**src/rtl/i2c_rxirq_pkg.sv**
```systemverilog
package i2c_rxirq_pkg;

    typedef enum logic [2:0] {
        ST_IDLE       = 3'd0,
        ST_DATA       = 3'd1,
        ST_HOLD_EARLY = 3'd2,
        ST_ACK_SLOT   = 3'd3,
        ST_HOLD_ACK   = 3'd4,
        ST_HOLD_BYTE  = 3'd5
    } rx_state_t;

    function automatic logic is_hold(input rx_state_t s);
        return (s == ST_HOLD_EARLY) || (s == ST_HOLD_ACK) || (s == ST_HOLD_BYTE);
    endfunction

endpackage

```
**src/rtl/i2c_line_sync.sv**
```systemverilog
module i2c_line_sync #(
    parameter int LINES  = 2,
    parameter int STAGES = 2
) (
    input  logic             clk,
    input  logic             rst_n,
    input  logic [LINES-1:0] raw,
    output logic [LINES-1:0] level,
    output logic [LINES-1:0] rise,
    output logic [LINES-1:0] fall
);
    localparam int DEPTH = STAGES + 1;

    genvar g;
    generate
        for (g = 0; g < LINES; g++) begin : g_line
            logic [DEPTH-1:0] shreg;
            always_ff @(posedge clk or negedge rst_n) begin
                if (!rst_n) shreg <= '1;
                else        shreg <= {shreg[DEPTH-2:0], raw[g]};
            end
            assign level[g] = shreg[DEPTH-2];
            assign rise[g]  = shreg[DEPTH-2] & ~shreg[DEPTH-1];
            assign fall[g]  = ~shreg[DEPTH-2] & shreg[DEPTH-1];
        end
    endgenerate
endmodule

```
**src/rtl/i2c_bit_counter.sv**
```systemverilog
module i2c_bit_counter #(
    parameter int DATA_BITS = 8,
    localparam int CW = $clog2(DATA_BITS + 1)
) (
    input  logic          clk,
    input  logic          rst_n,
    input  logic          clr,
    input  logic          inc,
    output logic [CW-1:0] cnt,
    output logic          last_data
);
    always_ff @(posedge clk or negedge rst_n) begin
        if (!rst_n)   cnt <= '0;
        else if (clr) cnt <= '0;
        else if (inc && (cnt != CW'(DATA_BITS))) cnt <= cnt + 1'b1;
    end

    assign last_data = (cnt == CW'(DATA_BITS));
endmodule

```
**src/rtl/i2c_rxirq_regs.sv**
```systemverilog
module i2c_rxirq_regs (
    input  logic clk,
    input  logic rst_n,
    input  logic data_wr,
    input  logic ctrl_wr,
    input  logic ctrl_ack,
    input  logic ctrl_ackclk,
    output logic ack_q,
    output logic ackclk_q,
    output logic wait_q
);
    always_ff @(posedge clk or negedge rst_n) begin
        if (!rst_n) begin
            ack_q    <= 1'b1;
            ackclk_q <= 1'b1;
        end else if (ctrl_wr) begin
            ack_q    <= ctrl_ack;
            ackclk_q <= ctrl_ackclk;
        end
    end

    always_ff @(posedge clk or negedge rst_n) begin
        if (!rst_n)       wait_q <= 1'b0;
        else if (ctrl_wr) wait_q <= 1'b0;
        else if (data_wr) wait_q <= 1'b1;
    end

    AST_WAIT_CLEARED: assert property (@(posedge clk) disable iff (!rst_n)
        ctrl_wr |=> !wait_q);
    AST_WAIT_SET: assert property (@(posedge clk) disable iff (!rst_n)
        (data_wr && !ctrl_wr) |=> wait_q);
endmodule

```
**src/rtl/i2c_rxirq_fsm.sv**
```systemverilog
module i2c_rxirq_fsm
    import i2c_rxirq_pkg::*;
(
    input  logic clk,
    input  logic rst_n,
    input  logic scl_lvl,
    input  logic scl_rise,
    input  logic scl_fall,
    input  logic sda_rise,
    input  logic sda_fall,
    input  logic last_data,
    input  logic ack_q,
    input  logic ackclk_q,
    input  logic wait_q,
    input  logic early_en,
    input  logic stop_en,
    input  logic pend_wr,
    output logic cnt_inc,
    output logic cnt_clr,
    output logic addr_q,
    output logic irq,
    output logic pend_n,
    output logic scl_hold,
    output logic sda_pull
);
    rx_state_t st, nxt;
    logic start_det, stop_det, early_go, req_byte;

    assign start_det = sda_fall & scl_lvl;
    assign stop_det  = sda_rise & scl_lvl;
    assign early_go  = early_en & wait_q & ~addr_q;

    // state register
    always_ff @(posedge clk or negedge rst_n) begin
        if (!rst_n) st <= ST_IDLE;
        else        st <= nxt;
    end

    // next state
    always_comb begin
        nxt     = st;
        cnt_inc = 1'b0;
        cnt_clr = 1'b0;
        if (stop_det) begin
            nxt     = ST_IDLE;
            cnt_clr = 1'b1;
        end else if (start_det) begin
            nxt     = ST_DATA;
            cnt_clr = 1'b1;
        end else begin
            unique case (st)
                ST_IDLE: nxt = ST_IDLE;
                ST_DATA: begin
                    cnt_inc = scl_rise;
                    if (scl_fall && last_data) begin
                        if (!ackclk_q) begin
                            nxt     = ST_HOLD_BYTE;
                            cnt_clr = 1'b1;
                        end else if (early_go) begin
                            nxt = ST_HOLD_EARLY;
                        end else begin
                            nxt = ST_ACK_SLOT;
                        end
                    end
                end
                ST_HOLD_EARLY: if (pend_wr) nxt = ST_ACK_SLOT;
                ST_ACK_SLOT: begin
                    if (scl_fall) begin
                        nxt     = ST_HOLD_ACK;
                        cnt_clr = 1'b1;
                    end
                end
                ST_HOLD_ACK:  if (pend_wr) nxt = ST_DATA;
                ST_HOLD_BYTE: if (pend_wr) nxt = ST_DATA;
                default:      nxt = ST_IDLE;
            endcase
        end
    end

    assign req_byte = (nxt != st) && is_hold(nxt) && !stop_det && !start_det;

    // registered outputs
    always_ff @(posedge clk or negedge rst_n) begin
        if (!rst_n) begin
            irq      <= 1'b0;
            pend_n   <= 1'b1;
            scl_hold <= 1'b0;
            sda_pull <= 1'b0;
            addr_q   <= 1'b0;
        end else begin
            irq      <= req_byte | (stop_det & stop_en);
            scl_hold <= is_hold(nxt);
            sda_pull <= (nxt == ST_ACK_SLOT) & ~ack_q;
            if (req_byte)     pend_n <= 1'b0;
            else if (pend_wr) pend_n <= 1'b1;
            if (start_det)                               addr_q <= 1'b1;
            else if (req_byte && nxt != ST_HOLD_EARLY)   addr_q <= 1'b0;
        end
    end

    AST_IRQ_PULSE: assert property (@(posedge clk) disable iff (!rst_n)
        irq |=> !irq);
    AST_HOLD_RELEASE: assert property (@(posedge clk) disable iff (!rst_n)
        (scl_hold && pend_wr) |=> (!scl_hold && pend_n));
    AST_HOLD_PENDING: assert property (@(posedge clk) disable iff (!rst_n)
        scl_hold |-> !pend_n);
    AST_NO_EARLY_ADDR: assert property (@(posedge clk) disable iff (!rst_n)
        (st == ST_HOLD_EARLY) |-> !addr_q);
    AST_EARLY_NEEDS_ACKCLK: assert property (@(posedge clk) disable iff (!rst_n)
        (st == ST_HOLD_EARLY) |-> ackclk_q);
    AST_NO_PULL_IN_HOLD: assert property (@(posedge clk) disable iff (!rst_n)
        scl_hold |-> !sda_pull);
endmodule

```
**src/rtl/i2c_rx_irq_ctrl.sv**
```systemverilog
module i2c_rx_irq_ctrl #(
    parameter int DATA_BITS   = 8,
    parameter int SYNC_STAGES = 2,
    localparam int CW = $clog2(DATA_BITS + 1)
) (
    input  logic clk,
    input  logic rst_n,
    input  logic scl_in,
    input  logic sda_in,
    input  logic data_wr,
    input  logic ctrl_wr,
    input  logic ctrl_ack,
    input  logic ctrl_ackclk,
    input  logic early_en,
    input  logic stop_en,
    input  logic pend_wr,
    output logic scl_hold,
    output logic sda_pull,
    output logic irq,
    output logic pend_n,
    output logic wait_flag
);
    localparam int SCL_IDX = 0;
    localparam int SDA_IDX = 1;

    logic [1:0] lvl, rise, fall;
    logic [CW-1:0] cnt;
    logic last_data, cnt_inc, cnt_clr;
    logic ack_q, ackclk_q, wait_q, addr_q;

    i2c_line_sync #(.LINES(2), .STAGES(SYNC_STAGES)) u_sync (
        .clk(clk), .rst_n(rst_n), .raw({sda_in, scl_in}),
        .level(lvl), .rise(rise), .fall(fall)
    );

    i2c_bit_counter #(.DATA_BITS(DATA_BITS)) u_cnt (
        .clk(clk), .rst_n(rst_n), .clr(cnt_clr), .inc(cnt_inc),
        .cnt(cnt), .last_data(last_data)
    );

    i2c_rxirq_regs u_regs (
        .clk(clk), .rst_n(rst_n), .data_wr(data_wr), .ctrl_wr(ctrl_wr),
        .ctrl_ack(ctrl_ack), .ctrl_ackclk(ctrl_ackclk),
        .ack_q(ack_q), .ackclk_q(ackclk_q), .wait_q(wait_q)
    );

    i2c_rxirq_fsm u_fsm (
        .clk(clk), .rst_n(rst_n),
        .scl_lvl(lvl[SCL_IDX]), .scl_rise(rise[SCL_IDX]), .scl_fall(fall[SCL_IDX]),
        .sda_rise(rise[SDA_IDX]), .sda_fall(fall[SDA_IDX]),
        .last_data(last_data), .ack_q(ack_q), .ackclk_q(ackclk_q), .wait_q(wait_q),
        .early_en(early_en), .stop_en(stop_en), .pend_wr(pend_wr),
        .cnt_inc(cnt_inc), .cnt_clr(cnt_clr), .addr_q(addr_q),
        .irq(irq), .pend_n(pend_n), .scl_hold(scl_hold), .sda_pull(sda_pull)
    );

    assign wait_flag = early_en & wait_q & ~addr_q;

    AST_BIT_COUNT_BOUND: assert property (@(posedge clk) disable iff (!rst_n)
        cnt <= CW'(DATA_BITS));
endmodule

```
**config.mk**
```make
export PLATFORM = sky130hd
export DESIGN_NAME = i2c_rx_irq_ctrl
export DESIGN_NICKNAME = d
export VERILOG_FILES = /design/src/rtl/i2c_rxirq_pkg.sv /design/src/rtl/i2c_line_sync.sv /design/src/rtl/i2c_bit_counter.sv /design/src/rtl/i2c_rxirq_regs.sv /design/src/rtl/i2c_rxirq_fsm.sv /design/src/rtl/i2c_rx_irq_ctrl.sv
export SDC_FILE = /design/constraint.sdc
export NUM_CORES = 1
export LEC_CHECK = 0
export BUFFER_PORTS_ARGS = -buffer_cell sky130_fd_sc_hd__buf_2
export CORE_MARGIN = 1.5
export CORE_UTILIZATION = 49
export DETAILED_ROUTE_END_ITERATION = 8
export GPL_TIMING_DRIVEN = 0
export PLACE_DENSITY = 0.73
export SLEW_MARGIN = 5
export SYNTH_ARGS = -nofsm -noshare
export SYNTH_HDL_FRONTEND = slang
export SYNTH_SLANG_ARGS = --single-unit
```
**constraint.sdc**
```tcl
create_clock -name clk -period 1.8 [get_ports clk]
set_input_delay 0.36 -clock clk [delete_from_list [all_inputs] [get_ports clk]]
set_output_delay 0.36 -clock clk [all_outputs]
set_load 0.005 [all_outputs]
```
==> flow_summary.json, run 1 <==
{
  "run_status": "complete, but fails checks",
  "violations": "setup timing",
  "place_congestion": 0.753,
  "path_buf_inv": 0,
  "critPathLaunchType": "flip-flop",
  "drive_above_1_share": 0.562,
  "leakagePower_nw": 0.628,
  "yosysTopAreaCell": "dfrtp_1",
  "dr_wl_met2_um": 1030,
  "skew_ns": 0.00209,
  "hp-class": "in -> reg",
  "vias": 752,
  "critPathMaxStageDelay_ns": 0.55,
  "yosysMostFrequentCell": "dfrtp_1",
  "setup_viol": 2,
  "worstHoldEndpoint": "u_sync.g_line[0].shreg[0]$_DFF_PN1_",
  "slowest_stage": "dfstp_2",
  "overflow": 0,
  "drt_pre_antenna_iters": 3,
  "wl_per_cell_um": 13.8,
  "diodes": 0,
  "async_flop_share": 1.00,
  "synth_xor_area_frac": 0.0258,
  "initial_core_util": 0.519,
  "crit_type": "reg -> reg",
  "syn_area_um2": 1020,
  "cts_sinks": 21,
  "rr_worst_depth": 5,
  "yosysUniqueCellTypes": 40,
  "synth_fa_ha_area_frac": 0.0246,
  "cp_max_fo": 3,
  "yosys-top-cells-count": "12 x dfrtp_1, 11 x nor2_1, 9 x dfstp_2",
  "clock.fmax_mhz": 541,
  "syn_inst": 83,
  "cts_tree": "done",
  "setup_slack_ns": -0.0496,
  "fin_crit_ns": 1.85,
  "clk_transition_reported_paths_ns": 0.12,
  "maxSlewHeadroom": 0.696,
  "synthMuxAreaShare": 0.0319,
  "wl_um": 2040,
  "grt_max_degree": 22,
  "core_region_area_um2": 1960,
  "die-area_um2": 2360,
  "r2r_slack_ns": -0.05,
  "dieWidth_um": 48.6,
  "powerDensity_nw_per_um2": 699,
  "finalCritPeriodShare": 1.03,
  "insertion_delay_ns": 0.30,
  "syn_nets": 96,
  "final-max-slew-violation-count": 0,
  "dp_slack_ns": -0.192,
  "min_from": "scl_in",
  "io_pins": 16,
  "ir_drop_mv": 0.589,
  "tightest_slew_ns": 0.457,
  "wl_met3_um": 46,
  "vias_per_cell": 5.08,
  "chipHeight_um": 48.6,
  "crit_chain": "nand3b_1, or4_4, a211oi_4, a21o_2, a22o_1",
  "critPathCaptureType": "flip-flop",
  "rr_startpoint": "u_sync.g_line[0].shreg[2]$_DFF_PN1_",
  "final_hold_viol_count": 0,
  "hold-path-cell-count": 1,
  "grt_usage": 0.202,
  "synth_compound_gate_area_share": 0.144,
  "clockRootBuffer": "clkbuf_4",
  "synth.avg_cell_area_um2": 12.3,
  "synth_top_family_by_area": "simple AND/OR/NAND/NOR gates",
  "synth_edf_count": 0,
  "io_buffers": 15,
  "synth-simple-area-share": 0.232,
  "synth-main-ff-cell": "dfrtp_1",
  "yosysTopAreaCellShare": 0.295,
  "detail-route-antenna-nets": 0,
  "cts-htree-levels": 1,
  "critPathRequiredTime_ns": 2.05,
  "grt_antenna_before_repair": 0,
  "path_delay_family": "compound AO/OA/AOI/OAI gates",
  "m1WireLength_um": 916,
  "synth-seq-cells": 21,
  "holdWs_ns": 0.138,
  "area_delta_synth_final_pct": 31.9,
  "synth_warnings": 0,
  "highest-signal-layer": "met4",
  "rows": 16,
  "cts_max_path_buffers": 2,
  "reg2reg_to": "u_fsm.irq$_DFF_PN0_",
  "grt_pass1_vias": 779,
  "cap_violations": 0,
  "grt_pass1_wl_um": 3620,
  "cp.arrival_ns": 2.10,
  "cts_buffers": 3,
  "tns_ns": -0.0618,
  "fin_nets": 135,
  "dr.first_iter.drc_count": 13,
  "synth.area.top_cells": "dfrtp_1 29%, dfstp_2 23%, nor2_1 4.1%",
  "yosysSeqAreaShare": 0.527,
  "drc": 0,
  "rsz0062_at_grt": "yes"
}
flip-flops by register name, summed over array words and instances (netlist names):
signal / flops
u_cnt.cnt: 4
u_fsm.addr_q: 1
u_fsm.irq: 1
u_fsm.pend_n: 1
u_fsm.scl_hold: 1
u_fsm.sda_pull: 1
u_fsm.st: 3
u_regs.ack_q: 1
u_regs.ackclk_q: 1
u_regs.wait_q: 1
u_sync.g_line.shreg: 6
timing repair:
item,in CTS,in global routing
pin swaps,10,2
hold buffers,1,0
setup buffers,16,2
resized for setup,8,5
endpoints found under the hold margin,7,0
setup endpoints to repair,5,4
kinds of logic (layout without fill, tap and decap cells):
logic type	after synthesis	after routing
XOR/XNOR	3	3
adder cells (fa/ha/maj)	2	2
flip-flops	21	21
multiplexers	3	3
AND/OR/NAND/NOR	35	35
AO/OA/AOI/OAI	15	15
buffers and inverters	4	42
power by group:
| part | switching (W) | internal, W |
|---|---|---|
| logic | 0.0000851 | 0.000100 |
| clock network | 0.000143 | 0.0000829 |
| registers | 0.0000197 | 0.000507 |
per-layer routing:
metal,vias to the layer above,track usage
met1,368,0.267
li1,368,-
met2,12,0.326
met5,-,0
met4,0,0.0952
met3,4,0.0309
metrics by stage:
step / cell area [um^2] / util / std cells / total power, W
4_1_cts: 1320 / 0.671 / 146 / 0.000945
6_report: 1340 / 0.685 / 148 / 0.000939
2_1_floorplan: 1020 / - / 83 / 0.000625
3_5_place_dp: 1130 / 0.575 / 125 / 0.000668
3_3_place_gp: 1130 / 0.575 / 125 / 0.000661
5_1_grt: 1340 / 0.685 / 148 / 0.000991
cells in the final DEF (no fill, tap or decap), drive strengths merged, types with 2 or more instances in the layout:
cell,count
and2,2
and2b,2
and3b,3
buf,33
clkbuf,3
dfrtp,12
dfstp,9
ha,2
inv,4
mux2,2
nand2,4
nand2b,2
nand3b,2
nor2,11
o21ai,2
o31ai,2
xor2,2
worst max-delay path by stage:
stage / start / endpoint / slack, ns / cells after the start
finish: u_sync.g_line[0].shreg[2]$_DFF_PN1_ / u_fsm.irq$_DFF_PN0_ / -0.05 / 5
global route: u_sync.g_line[0].shreg[2]$_DFF_PN1_ / u_fsm.irq$_DFF_PN0_ / -0.09 / 5
CTS: u_regs.ackclk_q$_DFFE_PN1P_ / u_fsm.irq$_DFF_PN0_ / -0.002 / 5
detailed placement: u_cnt.cnt[0]$_DFFE_PN0P_ / u_fsm.irq$_DFF_PN0_ / -0.19 / 7
global placement: u_cnt.cnt[0]$_DFFE_PN0P_ / u_fsm.irq$_DFF_PN0_ / -0.12 / 7
floorplan: u_sync.g_line[1].shreg[2]$_DFF_PN1_ / u_fsm.irq$_DFF_PN0_ / 0.03 / 5
final cells by class:
type	instances	area, um^2
fill	158	618
clock inverter	1	5.00
sequential	21	539
tap	27	33.8
timing repair buffer	34	224
clock buffer	3	22.5
inverter	4	15.0
multi-input combinational	58	504
Note: power is estimated with default switching activity, not from simulation.
==> run 2, diff against run 1 <==
--- a/config.mk
+++ b/config.mk
@@ -11,6 +11,7 @@
 export DETAILED_ROUTE_END_ITERATION = 8
 export GPL_TIMING_DRIVEN = 0
 export PLACE_DENSITY = 0.73
+export SETUP_SLACK_MARGIN = 0.1
 export SLEW_MARGIN = 5
 export SYNTH_ARGS = -nofsm -noshare
 export SYNTH_HDL_FRONTEND = slang
==> run 2 against run 1 <==
The flow finishes with violations (hold timing, setup timing). Via count shrank 1.7%. Maximum frequency up 2.3%. Die area did not move. Sequential power barely moved. Clock power shrank 4%. Combinational power is 4% lower. Utilization down 3.8 points. Final area down 5.6%. First-iteration DRC count shrank 23%. Sequential cell count unchanged. Global-route usage down 2.8 points. Critical endpoint unchanged.
==> flow_summary.json, run 2 (synthesis gave the netlist of run 1 again) <==
{
  "final_cell_mix": "15 x buf_2, 11 x nor2_1, 11 x buf_4, 10 x dfrtp_1, 9 x dfstp_2",
  "initial_core_util": 0.519,
  "grt_max_degree": 22,
  "setup_viol": 1,
  "leakagePower_nw": 0.586,
  "holdWs_ns": -0.00299,
  "cts_buffers": 3,
  "cts_tree": "done",
  "hpwlAfterDp_um": 1310,
  "fin_nets": 128,
  "critPathLaunchType": "flip-flop",
  "powerDensity_nw_per_um2": 726,
  "dr.first_iter.drc_count": 10,
  "path_buf_inv": 0,
  "fin_crit_ns": 1.81,
  "critPathMaxStageDelay_ns": 0.58,
  "cap_violations": 0,
  "post_dp_cell_area_um2": 1130,
  "critPathRequiredTime_ns": 2.00,
  "io_buffers": 15,
  "drc": 0,
  "setup_slack_ns": -0.00730,
  "finalCritPeriodShare": 1.00,
  "cts_hold_repair.buffers": 0,
  "place_congestion": 0.785,
  "violations": "hold timing, setup timing",
  "vias_per_cell": 5.24,
  "n_fill_cell": 182,
  "io_pins": 16,
  "drt_pre_antenna_iters": 4,
  "cts_max_path_buffers": 2,
  "final-max-slew-violation-count": 0,
  "clk_transition_reported_paths_ns": 0.11,
  "rsz0062_at_grt": "yes",
  "cp.arrival_ns": 2.00,
  "die-area_um2": 2360,
  "cts_sinks": 21,
  "chipHeight_um": 48.6,
  "clockRootBuffer": "clkbuf_4",
  "fin_cells": 141,
  "area_delta_synth_final_pct": 24.6,
  "run_status": "complete, but fails checks",
  "dpl.cell_count": 125,
  "final_common_cell": "buf_2",
  "largest_reg_flops": 6,
  "tightest_slew_ns": 0.456,
  "final_cell_area_um2": 1270,
  "regMostFlops": "u_sync.g_line.shreg",
  "drive_above_1_share": 0.518,
  "tns_ns": -0.00730,
  "crit_type": "reg -> reg",
  "top_regs": "u_sync.g_line.shreg: 6 flops, u_cnt.cnt: 4 flops, u_fsm.st: 3 flops",
  "cts-htree-levels": 1,
  "ir_drop_mv": 0.434,
  "detail-route-antenna-nets": 0,
  "skew_ns": 0.00195,
  "slowest_stage": "dfstp_2",
  "critPathCaptureType": "flip-flop",
  "clock.fmax_mhz": 553,
  "crit_chain": "and4bb_4, o31ai_4, o21bai_4, a221o_1, a22o_1",
  "hp-class": "in -> async",
  "final_hold_viol_count": 6,
  "vias": 739,
  "wl_um": 1910,
  "core_region_area_um2": 1960,
  "diodes": 0,
  "rows": 16,
  "dieWidth_um": 48.6,
  "grt_pass1_vias": 706,
  "grt_antenna_before_repair": 0,
  "maxSlewHeadroom": 0.696,
  "cp_max_fo": 4,
  "path_delay_family": "compound AO/OA/AOI/OAI gates",
  "wl_per_cell_um": 13.6,
  "insertion_delay_ns": 0.29,
  "overflow": 0,
  "grt_pass1_wl_um": 3160,
  "grt_usage": 0.173,
  "dp_slack_ns": -0.0428
}
[run 2: power breakdown]
group          switching (W)  internal (W)
sequential         0.0000191      0.000507
clock               0.000131     0.0000862
combinational      0.0000843     0.0000924
total               0.000235      0.000686
[run 2: final timing paths]
kind	start	endpoint	slack (ns)	depth (start not counted)
worst max-delay path	u_sync.g_line[0].shreg[1]$_DFF_PN1_	u_fsm.irq$_DFF_PN0_	-0.007	5
worst min-delay path	rst_n	u_fsm.st[0]$_DFF_PN0_	-0.003	1
worst max register to register	u_sync.g_line[0].shreg[1]$_DFF_PN1_	u_fsm.irq$_DFF_PN0_	-0.007	5
worst min register to register	u_sync.g_line[0].shreg[0]$_DFF_PN1_	u_sync.g_line[0].shreg[1]$_DFF_PN1_	0.36	0
max in group asynchronous	rst_n	u_sync.g_line[0].shreg[2]$_DFF_PN1_	1.46	1
min in group clk	scl_in	u_sync.g_line[0].shreg[0]$_DFF_PN1_	0.15	1
[run 2: metrics by stage]
stage	utilization	power [W]
6_report	0.647	0.000921
5_1_grt	0.647	0.000973
3_5_place_dp	0.575	0.000672
4_1_cts	0.622	0.000916
3_3_place_gp	0.575	0.000664
2_1_floorplan	-	0.000626
[run 2: layout make-up]
type / count / area [um^2] / share of cell area
Inverter: 4 / 15.0 / 0.0118
Clock buffer: 4 / 26.3 / 0.0207
Timing Repair Buffer: 27 / 169 / 0.133
Sequential cell: 21 / 539 / 0.425
Multi-Input combinational cell: 58 / 485 / 0.383
Tap cell: 27 / 33.8 / 0.0266
[run 2: routing by layer]
metal	track usage	routed length, um	up-vias
li1	-	-	355
met1	0.228	818	364
met2	0.294	1020	18
met3	0.0278	69	2
met4	0.0571	8	0
met5	0	0	-
[run 2: worst register-to-register path, stage by stage, from the launching register on]
cell,delay (ns)
dfstp_2,0.58
and4bb_4,0.26
o31ai_4,0.26
o21bai_4,0.11
a221o_1,0.34
a22o_1,0.18
[run 2: repair_timing]
| item | 4_1_cts | 5_1_grt |
|---|---|---|
| buffers inserted | 7 | 5 |
| pin swaps | 1 | 3 |
| gates resized for setup | 4 | 4 |
| setup endpoints to repair | 6 | 8 |
==> run 3, diff against run 2 <==
--- a/config.mk
+++ b/config.mk
@@ -7,10 +7,11 @@
 export LEC_CHECK = 0
 export BUFFER_PORTS_ARGS = -buffer_cell sky130_fd_sc_hd__buf_2
 export CORE_MARGIN = 1.5
-export CORE_UTILIZATION = 49
+export CORE_UTILIZATION = 54
 export DETAILED_ROUTE_END_ITERATION = 8
 export GPL_TIMING_DRIVEN = 0
-export PLACE_DENSITY = 0.73
+export MAX_ROUTING_LAYER = met4
+export PLACE_DENSITY = 0.77
 export SETUP_SLACK_MARGIN = 0.1
 export SLEW_MARGIN = 5
 export SYNTH_ARGS = -nofsm -noshare
==> constraint.sdc (replaced) <==
create_clock -name clk -period 2 [get_ports clk]
set_input_delay 0.4 -clock clk [delete_from_list [all_inputs] [get_ports clk]]
set_output_delay 0.4 -clock clk [all_outputs]
set_load 0.005 [all_outputs]
==> run 3 against run 2 <==
The run now ends clean. Worst setup slack improved by 0.13 ns. Wire length is 12% lower. Sequential power decreased by 9.5%. Non-clock buffer count fell by 7. Final area down 3.9%. Global-route usage rose by 2.0 points. Clock power shrank 9.7%. Clock skew rose by 0.0031 ns. Largest cell class unchanged. Largest power group unchanged.
==> flow_summary.json, run 3 (synthesis gave the netlist of run 1 again) <==
{
  "diodes": 0,
  "detail-route-antenna-nets": 0,
  "dieWidth_um": 46.4,
  "fin_nets": 121,
  "top_regs": "u_sync.g_line.shreg: 6 flops, u_cnt.cnt: 4 flops, u_fsm.st: 3 flops",
  "cts_buffers": 3,
  "wl_um": 1690,
  "clkPwrFrac": 0.243,
  "crit_type": "reg -> reg",
  "drt_pre_antenna_iters": 2,
  "cp_max_fo": 4,
  "cts-htree-levels": 1,
  "grt_antenna_before_repair": 0,
  "final-max-slew-violation-count": 0,
  "rows": 15,
  "grt_pass1_vias": 669,
  "slowest_stage": "dfstp_2",
  "largest_reg_flops": 6,
  "n_fill_cell": 139,
  "internal_power_w": 0.000604,
  "rr_startpoint": "u_sync.g_line[0].shreg[2]$_DFF_PN1_",
  "r2r_slack_ns": 0.13,
  "overflow": 0,
  "critPathCaptureType": "flip-flop",
  "chipHeight_um": 46.4,
  "hpwlAfterDp_um": 1310,
  "final_cell_area_um2": 1220,
  "fin_cells": 132,
  "die-area_um2": 2160,
  "final_common_cell": "buf_2",
  "final-seq-area_um2": 538,
  "vias": 701,
  "cp.arrival_ns": 2.12,
  "reg2reg_to": "u_fsm.irq$_DFF_PN0_",
  "regMostFlops": "u_sync.g_line.shreg",
  "wl_per_cell_um": 12.8,
  "combPwrFrac": 0.166,
  "dr.first_iter.drc_count": 1,
  "critPathRequiredTime_ns": 2.24,
  "crit_chain": "nand3b_1, or4_4, a211oi_4, a21o_2, a22o_1",
  "area_delta_synth_final_pct": 19.7,
  "initial_core_util": 0.584,
  "rr_worst_depth": 5,
  "maxSlewHeadroom": 0.710,
  "drc": 0,
  "final_hold_viol_count": 0,
  "ir_drop_mv": 0.505,
  "final_cell_mix": "15 x buf_2, 11 x nor2_1, 11 x dfrtp_1, 9 x dfstp_2, 5 x buf_4",
  "fin_crit_ns": 1.87,
  "run_status": "complete, no violations",
  "grt_usage": 0.193,
  "setup_viol": 0,
  "dpl.cell_count": 123,
  "tns_ns": 0,
  "io_pins": 16,
  "place_congestion": 0.755,
  "clockRootBuffer": "clkbuf_4",
  "grt_pass1_wl_um": 2820,
  "cts_max_path_buffers": 2,
  "critPathLaunchType": "flip-flop",
  "swShare": 0.252,
  "critPathMaxStageDelay_ns": 0.56,
  "grt_max_degree": 22,
  "p_seq_frac": 0.591,
  "cts_sinks": 21,
  "hp-class": "in -> async",
  "finalCritPeriodShare": 0.937,
  "rsz0062_at_grt": "yes",
  "post_dp_cell_area_um2": 1120,
  "holdWs_ns": 0.0229,
  "skew_ns": 0.00504,
  "clock.fmax_mhz": 533,
  "io_buffers": 15,
  "insertion_delay_ns": 0.30,
  "core_region_area_um2": 1750,
  "leakagePower_nw": 0.555,
  "multiInputGateArea_um2": 495,
  "vias_per_cell": 5.31,
  "cts_hold_repair.buffers": 0,
  "power.switching_w": 0.000203,
  "powerDensity_nw_per_um2": 662,
  "cts_tree": "done",
  "tightest_slew_ns": 0.434,
  "clk_transition_reported_paths_ns": 0.11,
  "cap_violations": 0,
  "drive_above_1_share": 0.486
}
-- run 3: changes by cell type in the layout (fill, tap and decap cells not counted), sizes merged --
cell  delta
buf      -7
-- run 3: cell type report --
cell class	count	area share
Inverter	4	0.0123
Timing Repair Buffer	20	0.0924
Tap cell	25	0.0257
Clock buffer	4	0.0216
Multi-Input combinational cell	58	0.407
Sequential cell	21	0.441
-- run 3: worst max path at each step --
stage / from / end / slack, ns / cells after the start
CTS: u_cnt.cnt[1]$_DFFE_PN0P_ / u_fsm.irq$_DFF_PN0_ / 0.10 / 7
global placement: u_cnt.cnt[0]$_DFFE_PN0P_ / u_fsm.irq$_DFF_PN0_ / 0.09 / 7
detailed placement: u_sync.g_line[0].shreg[1]$_DFF_PN1_ / u_fsm.irq$_DFF_PN0_ / 0.05 / 5
floorplan: u_sync.g_line[0].shreg[1]$_DFF_PN1_ / u_fsm.irq$_DFF_PN0_ / 0.17 / 5
global route: u_sync.g_line[0].shreg[2]$_DFF_PN1_ / u_fsm.irq$_DFF_PN0_ / 0.05 / 5
finish: u_sync.g_line[0].shreg[2]$_DFF_PN1_ / u_fsm.irq$_DFF_PN0_ / 0.13 / 5
-- run 3: metal layers --
metal	track usage	routed length, um	vias to the layer above
li1	-	-	341
met1	0.248	758	344
met2	0.303	851	14
met3	0.0353	51	2
met4	0.0743	29	0
met5	-	0	-
-- run 3: critical path, delay by kind of cell, from the launching register on --
| family | cells | cell delay (ns) |
|---|---|---|
| AOI/OAI and AO/OA | 3 | 0.60 |
| DFF | 1 | 0.56 |
| and+or+nand+nor | 2 | 0.65 |
-- run 3: per-stage QoR --
| step | util | setup slack (ns) | total power [W] |
|---|---|---|---|
| floorplan | - | 0.167 | 0.000563 |
| global placement | 0.644 | 0.0868 | 0.000594 |
| detailed placement | 0.644 | 0.0506 | 0.000601 |
| CTS | 0.672 | 0.103 | 0.000806 |
| global route | 0.698 | 0.0476 | 0.000850 |
| finish | 0.698 | 0.125 | 0.000807 |
-- run 3: what timing repair did --
action / 4_1_cts / 5_1_grt
gates resized for setup: 0 / 9
setup endpoints to repair: 3 / 3
endpoints found under the hold margin: 0 / 0
pin swaps: 2 / 5
buffers inserted: 3 / 2
-- run 3: power by group through the flow --
| stage | combinational, W | clock [W] | sequential [W] |
|---|---|---|---|
| floorplan | 0.0000808 | 0 | 0.000482 |
| global placement | 0.000108 | 0 | 0.000486 |
| detailed placement | 0.000112 | 0 | 0.000489 |
| CTS | 0.000128 | 0.000202 | 0.000476 |
| global route | 0.000148 | 0.000220 | 0.000482 |
| finish | 0.000134 | 0.000196 | 0.000477 |
